[src/rtl/pll_clk_ctrl_pkg.sv]
package pll_clk_ctrl_pkg;
  localparam int REG_W     = 8;
  localparam int RATIO_W   = 2;
  localparam int PER_W     = 2;
  localparam int FIX0_BIT  = 0;
  localparam int EN_BIT    = 1;
  localparam int RATIO_LSB = 2;
  localparam int FIX4_BIT  = 4;
  localparam int SEL_BIT   = 5;
  localparam int PER_LSB   = 6;

  typedef struct packed {
    logic loadCore;   // write accepted: enable and peripheral bits load
    logic ratioTake;  // ratio field changes on this edge
    logic selTake;    // select bit takes the written value
  } ctlStrobeT;
endpackage

[src/rtl/pll_clk_ctrl_ctl.sv]
module pll_clk_ctrl_ctl
  import pll_clk_ctrl_pkg::*;
#(
  parameter bit LOCK_ONCE = 1'b1
) (
  input  logic               clk,
  input  logic               rstN,
  input  logic               wrEn,
  input  logic [REG_W-1:0]   wrData,
  input  logic               enQ,
  input  logic [RATIO_W-1:0] ratioQ,
  input  logic               lockedQ,
  output ctlStrobeT          strobe
);
  logic [RATIO_W-1:0] reqRatio;
  logic               legalDiff;
  logic               ratioOk;

  assign reqRatio  = wrData[RATIO_LSB +: RATIO_W];
  assign legalDiff = (reqRatio != '0) && (reqRatio != ratioQ);

  generate
    if (LOCK_ONCE) begin : g_lock
      assign ratioOk = legalDiff && !lockedQ;
    end else begin : g_free
      assign ratioOk = legalDiff;
    end
  endgenerate

  always_comb begin
    strobe.loadCore  = wrEn;
    strobe.ratioTake = wrEn && ratioOk;
    // select may be written only when enable is held both before and after
    strobe.selTake   = wrEn && enQ && wrData[EN_BIT] && !ratioOk;
  end

  // once locked, no further ratio change is requested
  a_r3_no_take_when_locked: assert property (@(posedge clk) disable iff (!rstN)
    (LOCK_ONCE && lockedQ) |-> !strobe.ratioTake);
  // nothing is strobed without a write
  a_r10_no_strobe_idle: assert property (@(posedge clk) disable iff (!rstN)
    !wrEn |-> (strobe == '0));
endmodule

[src/rtl/pll_clk_ctrl_dp.sv]
module pll_clk_ctrl_dp
  import pll_clk_ctrl_pkg::*;
#(
  parameter logic [RATIO_W-1:0] RATIO_RST = 2'b01,
  parameter bit                 EN_RST    = 1'b1
) (
  input  logic               clk,
  input  logic               rstN,
  input  ctlStrobeT          strobe,
  input  logic [REG_W-1:0]   wrData,
  output logic               enQ,
  output logic [RATIO_W-1:0] ratioQ,
  output logic               lockedQ,
  output logic               selQ,
  output logic [PER_W-1:0]   perQ,
  output logic [REG_W-1:0]   rdData
);
  always_ff @(posedge clk or negedge rstN) begin
    if (!rstN) begin
      enQ     <= EN_RST;
      ratioQ  <= RATIO_RST;
      lockedQ <= 1'b0;
      selQ    <= 1'b0;
      perQ    <= '0;
    end else if (strobe.loadCore) begin
      enQ  <= wrData[EN_BIT];
      perQ <= wrData[PER_LSB +: PER_W];
      selQ <= strobe.selTake ? wrData[SEL_BIT] : 1'b0;
      if (strobe.ratioTake) begin
        ratioQ  <= wrData[RATIO_LSB +: RATIO_W];
        lockedQ <= 1'b1;
      end
    end
  end

  always_comb begin
    rdData                      = '0;
    rdData[FIX0_BIT]            = 1'b1;
    rdData[FIX4_BIT]            = 1'b1;
    rdData[EN_BIT]              = enQ;
    rdData[RATIO_LSB +: RATIO_W] = ratioQ;
    rdData[SEL_BIT]             = selQ;
    rdData[PER_LSB +: PER_W]    = perQ;
  end

  // select never held while enable is clear
  a_r6_sel_needs_en: assert property (@(posedge clk) disable iff (!rstN)
    !enQ |-> !selQ);
  // a ratio change lands with the select cleared
  a_r4_ratio_clears_sel: assert property (@(posedge clk) disable iff (!rstN)
    !$stable(ratioQ) |-> !selQ);
  // illegal code 00 is never stored
  a_r2_no_zero_code: assert property (@(posedge clk) disable iff (!rstN)
    ratioQ != '0);
  // state holds without a write
  a_r10_hold_idle: assert property (@(posedge clk) disable iff (!rstN)
    !strobe.loadCore |=> $stable(rdData));
endmodule

[src/rtl/pll_clk_ctrl.sv]
module pll_clk_ctrl
  import pll_clk_ctrl_pkg::*;
#(
  parameter bit                 LOCK_ONCE = 1'b1,
  parameter logic [RATIO_W-1:0] RATIO_RST = 2'b01,
  parameter bit                 EN_RST    = 1'b1
) (
  input  logic               clk,
  input  logic               rstN,
  input  logic               wrEn,
  input  logic [REG_W-1:0]   wrData,
  input  logic               haltMode,
  output logic [REG_W-1:0]   rdData,
  output logic               pllEnOut,
  output logic [RATIO_W-1:0] ratioCode,
  output logic               sysClkSel,
  output logic [PER_W-1:0]   perClkSel
);
  ctlStrobeT          strobe;
  logic               enQ;
  logic               lockedQ;
  logic               selQ;
  logic [RATIO_W-1:0] ratioQ;

  pll_clk_ctrl_ctl #(.LOCK_ONCE(LOCK_ONCE)) ctl_i (
    .clk(clk), .rstN(rstN), .wrEn(wrEn), .wrData(wrData),
    .enQ(enQ), .ratioQ(ratioQ), .lockedQ(lockedQ), .strobe(strobe)
  );

  pll_clk_ctrl_dp #(.RATIO_RST(RATIO_RST), .EN_RST(EN_RST)) dp_i (
    .clk(clk), .rstN(rstN), .strobe(strobe), .wrData(wrData),
    .enQ(enQ), .ratioQ(ratioQ), .lockedQ(lockedQ), .selQ(selQ),
    .perQ(perClkSel), .rdData(rdData)
  );

  assign ratioCode = ratioQ;
  assign pllEnOut  = enQ && !haltMode;
  assign sysClkSel = selQ && pllEnOut;

  // halt forces the crystal clock
  a_r7_halt_crystal: assert property (@(posedge clk) disable iff (!rstN)
    haltMode |-> (!sysClkSel && !pllEnOut));
  // PLL clock is chosen only with the PLL running
  a_r5_sel_implies_en: assert property (@(posedge clk) disable iff (!rstN)
    sysClkSel |-> pllEnOut);
  // fixed bits read as one
  a_r8_fixed_ones: assert property (@(posedge clk) disable iff (!rstN)
    rdData[FIX0_BIT] && rdData[FIX4_BIT]);
endmodule

[config.mk]
export PLATFORM = sky130hd
export DESIGN_NAME = pll_clk_ctrl
export DESIGN_NICKNAME = d
export VERILOG_FILES = /design/src/rtl/pll_clk_ctrl_pkg.sv /design/src/rtl/pll_clk_ctrl_ctl.sv /design/src/rtl/pll_clk_ctrl_dp.sv /design/src/rtl/pll_clk_ctrl.sv
export SDC_FILE = /design/constraint.sdc
export NUM_CORES = 1
export LEC_CHECK = 0
export ABC_AREA = 0
export BUFFER_PORTS_ARGS = -buffer_cell sky130_fd_sc_hd__buf_4
export CORE_AREA = 4 4 41 43
export DETAILED_ROUTE_END_ITERATION = 16
export DIE_AREA = 0 0 45 47
export PLACE_DENSITY = 0.62
export REMOVE_ABC_BUFFERS = 1
export SLEW_MARGIN = 15
export SYNTH_ARGS = -nofsm -noshare
export SYNTH_HDL_FRONTEND = slang
export SYNTH_HIERARCHICAL = 1
export SYNTH_SLANG_ARGS = --single-unit
[constraint.sdc]
create_clock -name clk -period 2.11 [get_ports clk]
set_clock_uncertainty 0.2 [all_clocks]
set_input_delay 0.422 -clock clk [delete_from_list [all_inputs] [get_ports clk]]
set_output_delay 0.422 -clock clk [all_outputs]
set_load 0.005 [all_outputs]
## Yosys cells after proc, flatten, opt, wreduce, memory -nomap -nowiden

Index checks and enable logic that the tools add are counted.

| storage, ports and cells | value |
|---|---|
| bits in registers | 7 |
| input port bits | 12 |
| output and inout bits | 14 |

| cells by class | value |
|---|---|
| eq/ne operators | 1 |
| multiplexer cells | 1 |
| reduce and logical (&&, ||, !) cells | 13 |

Operators with widths:

| kind | number |
|---|---|
| 1-bit logical AND | 8 |
| 1-bit logical NOT | 3 |
| 2-bit != test | 1 |
| 2-bit AND reduction | 1 |
| 2-bit nonzero test | 1 |
| 1-bit two-way mux | 1 |

## Logic depth before layout (Yosys ltp)

| depth | value |
|---|---|
| depth in word-level cells | 6 |
| depth in mapped cells | 5 |
| gate-level depth less buffers | 5 |

## By module

The synthesis kept the hierarchy.

Modules (own cells, without submodules):

| module | instances | cells an instance | area each (um^2) | seq. area each (um^2) |
|---|---|---|---|---|
| pll_clk_ctrl_dp | 1 | 26 | 325.3 | 177.7 |
| pll_clk_ctrl_ctl | 1 | 10 | 67.6 | 0.0 |
| pll_clk_ctrl | 1 | 2 | 15.0 | 0.0 |

## Worst setup path before layout

Ideal clock, no wire load.

| timing | value |
|---|---|
| path kind | register -> register |
| start | register dp_i.ratioQ[0] |
| end | register dp_i.ratioQ[1] |
| setup time | 128 ps |
| data arrival time | 1245 ps |
| data required time | 1782 ps |
| setup slack | 538 ps |
| stages on the path, launching flop included | 6 |
| path buffers | 0 |
| clock period less this slack | 1572 ps |
| path through | dfstp_2 -> nand2b_1 -> a21oi_2 -> o21a_1 -> nand2_2 -> mux2_1 |

RTL lines:

| what | RTL line | source |
|---|---|---|
| start: declaration | pll_clk_ctrl_dp.sv:12 | `output logic [RATIO_W-1:0] ratioQ,` |
| start signal: assignment | pll_clk_ctrl_dp.sv:30 | `ratioQ <= wrData[RATIO_LSB +: RATIO_W];` |

## Worst setup path in the final report

| timing | value |
|---|---|
| start | register dp_i.enQ |
| end | output port sysClkSel |

| on the way | value |
|---|---|
| word-level cells in the longest chain between the ends | 2 |

RTL lines:

| what | RTL line | source |
|---|---|---|
| start: declaration | pll_clk_ctrl_dp.sv:11 | `output logic enQ,` |
| start signal: assignment | pll_clk_ctrl_dp.sv:26 | `enQ <= wrData[EN_BIT];` |
| 1-bit logical AND | pll_clk_ctrl.sv:37 | `assign pllEnOut = enQ && !haltMode;` |
| 1-bit logical AND | pll_clk_ctrl.sv:38 | `assign sysClkSel = selQ && pllEnOut;` |
| end: declaration | pll_clk_ctrl.sv:16 | `output logic sysClkSel,` |

No other way between the ends.

==> summary.txt <==
Run status
  – Status: completed

Worst setup path
  – Crit-path max FO: 5
  – Critical Path Start: dp_i/enQ
  – Endpoint class of the critical path: primary output
  – Reg2Reg Depth: 5
  – Stages on the worst setup path: 2
  – Slowest CP cell: dfstp_2
  – Setup Crit Path Kind: flop to primary output
  – CP Cell Sequence: and3b_1 -> buf_4
  – CP delay by family, top: flip-flops
  – CP Data Arrival Time: 1060 ps
  – Startpoint class of the critical path: flop
  – CP Buf/Inv Count: 1
  – CP max stage delay: 550 ps
  – Req. time, crit path: 1490 ps
  – RR Startpoint: dp_i/ratioQ[0]

Global route
  – Number of global-route vias before repair: 306
  – Total GRT Usage: 8.53%
  – Initial antenna violation count: 0
  – Largest net degree at the start of global routing: 9
  – First-pass GRT wire length: 1240 um
  – Grt ovf: 0

Route
  – Drt total wl: 725 um
  – Antenna-violating nets left: 0
  – Via count: 317
  – DR pass1 iterations: 2
  – DR iter-0 viols: 1
  – Vias per cell: 4.46
  – DRC: 0
  – Routed wire per std cell: 10.2 um

Clock tree
  – CTS Root Cell: clkbuf_4
  – CTS buffer count: 3
  – CTS sink cnt: 7
  – H-tree Lvls: 1
  – CTS tree: done
  – Post-CTS setup buffer count: 0
  – Clk buf depth: 2
  – Worst-path clk slew: 50 ps
  – Clk_lat worst skew: 250 ps

Placed design
  – Gpl congestion: 0.737
  – Post-DP HPWL: 619 um
  – Port buffer count: 21

Power and ir drop
  – Reg power frac: 43.2%
  – P_sw: 138 uW
  – Sw frac: 28.1%
  – PwrDens: 881 mW/mm^2
  – Cell-internal power: 353 uW
  – Comb pwr share: 32.5%
  – Clock power share: 24.3%
  – VDD IR max: 0.512 mV
  – Pleak: 0.264 nW

Hold path
  – Hold Path Class: primary input to flop
  – Min-delay src: wrData[7]
  – WHS Path Cells: 2

Run
  – Max-cap viol count: 0

STA
  – Final Hold Vio Count: 0
  – Final setup fails: 0
  – Hold WS: 203 ps
  – Period utilization: 79.8%
  – Fmax: 0.594 GHz
  – Setup TNS: 0 ps
  – Post-layout min period: 1680 ps
  – Slew Limit Fails: 0
  – Unrepaired setup endpoints after global routing: no

Yosys
  – Seq/Total Area, Yosys: 43.6%
  – Synth Cell Area: 408 um^2
  – Yosys reg bits: 7
  – Ys Warns: 6
  – Post-synth top area share: 30.7%
  – Syn Area/Cell: 10.7 um^2
  – Synth Instances: 38
  – Post-synth cell types: 17
  – Area leader, netlist: dfrtp_1
  – Ranking of synthesized cells by area: dfrtp_1 (31%), buf_4 (17%), dfstp_2 (13%), mux2_2 (8.3%), nand2b_1 (6.1%)

Finish
  – N_diodes: 0
  – Synthesis-to-finish area growth: 36.5%
  – Share of cells above drive strength 1: 57.1%
  – Number of nets in the layout: 69

Die
  – Initial Utilization: 31.3%
  – Num rows: 13
  – IO Pins: 26
  – Die Wd: 45 um
  – Die span in y: 47 um
  – Die area: 0.00212 mm^2
  – Core area: 0.00130 mm^2
## cell usage after synthesis (all sizes together)
cell    instances
inv             1
o21a            1
nor2b           1
conb            1
and3b           1
buf             9
a21oi           2
dfstp           2
nor3            1
nand2           1
nand3           2
nand2b          4
mux2            5
o21ai           1
or2b            1
dfrtp           5
## cells in the final DEF, fill, tap and decap left out, drive strengths merged
master	n
dfstp	2
nand2b	4
dfrtp	5
nor3	1
nor2b	1
o21ai	1
clkbuf	4
or2b	1
mux2	5
conb	2
dlygate4sd3	1
inv	1
a21oi	2
nand2	1
o21a	1
nand3	2
buf	21
and3b	1
## state kept, by name, indices dropped and copies added (netlist names)
register,count
dp_i/perQ,2
dp_i/lockedQ,1
dp_i/selQ,1
dp_i/ratioQ,2
dp_i/enQ,1
## area by class of cell
| type | count | area [um^2] |
|---|---|---|
| inverters | 1 | 3.75 |
| multi-input cells | 22 | 163 |
| repair buffers | 22 | 168 |
| fillers | 146 | 744 |
| well taps | 15 | 18.8 |
| flip-flops and latches | 7 | 178 |
| clock buffers | 4 | 26.3 |
## path summary, 6_finish.rpt
check | end | slack [ps]
max | sysClkSel | 430
min | dp_i/perQ[1] | 200
max reg2reg | dp_i/ratioQ[1] | 490
min reg2reg | dp_i/lockedQ | 270
max in group asynchronous | dp_i/ratioQ[0] | 1190
min in group asynchronous | dp_i/selQ | 320
## routing by layer
| layer | up-vias | global-route usage, % | share of wire [%] |
|---|---|---|---|
| met4 | 0 | 10.5 | 3.7 |
| met2 | 15 | 12.7 | 51 |
| met3 | 4 | 1.53 | 7.9 |
| met5 | - | 0 | 0 |
| met1 | 147 | 9.35 | 37 |
| li1 | 151 | - | - |
## cells by family after synthesis
group | share of synthesized area (%)
simple gates | 16.9
mux | 13.8
other cells | 0.919
flops | 43.6
compound gates | 7.36
buf+inv | 17.5
## power by group through the flow
stage / clock (mW) / sequential [mW] / combinational (mW)
finish: 0.119 / 0.212 / 0.159
global route: 0.132 / 0.218 / 0.176
CTS: 0.126 / 0.213 / 0.163
detailed placement: 0 / 0.215 / 0.160
global placement: 0 / 0.215 / 0.160
floorplan: 0 / 0.215 / 0.0548
## worst reg2reg max path, delay by kind of cell, from the launching register on
kind             cells  cell delay [ps]
AO/OA/AOI/OAI        2              280
flip-flops           1              560
multiplexers         1              300
AND/OR/NAND/NOR      2              150
## per-stage QoR
step                instances  total power, mW  utilization, %  area (um^2)  worst slack [ps]
floorplan                  30            0.270               -          344               527
global placement           66            0.375            40.0          520               402
detailed placement         66            0.376            40.0          520               410
CTS                        71            0.502            42.8          557               411
global route               71            0.526            42.8          557               382
finish                     71            0.490            42.8          557               427
## timing repair
action,CTS,global route
hold endpoints to repair,7,0
hold buffers,1,0
setup endpoints to repair,0,0
gates resized for setup,0,0
Note: power is estimated with default switching activity, not from simulation.
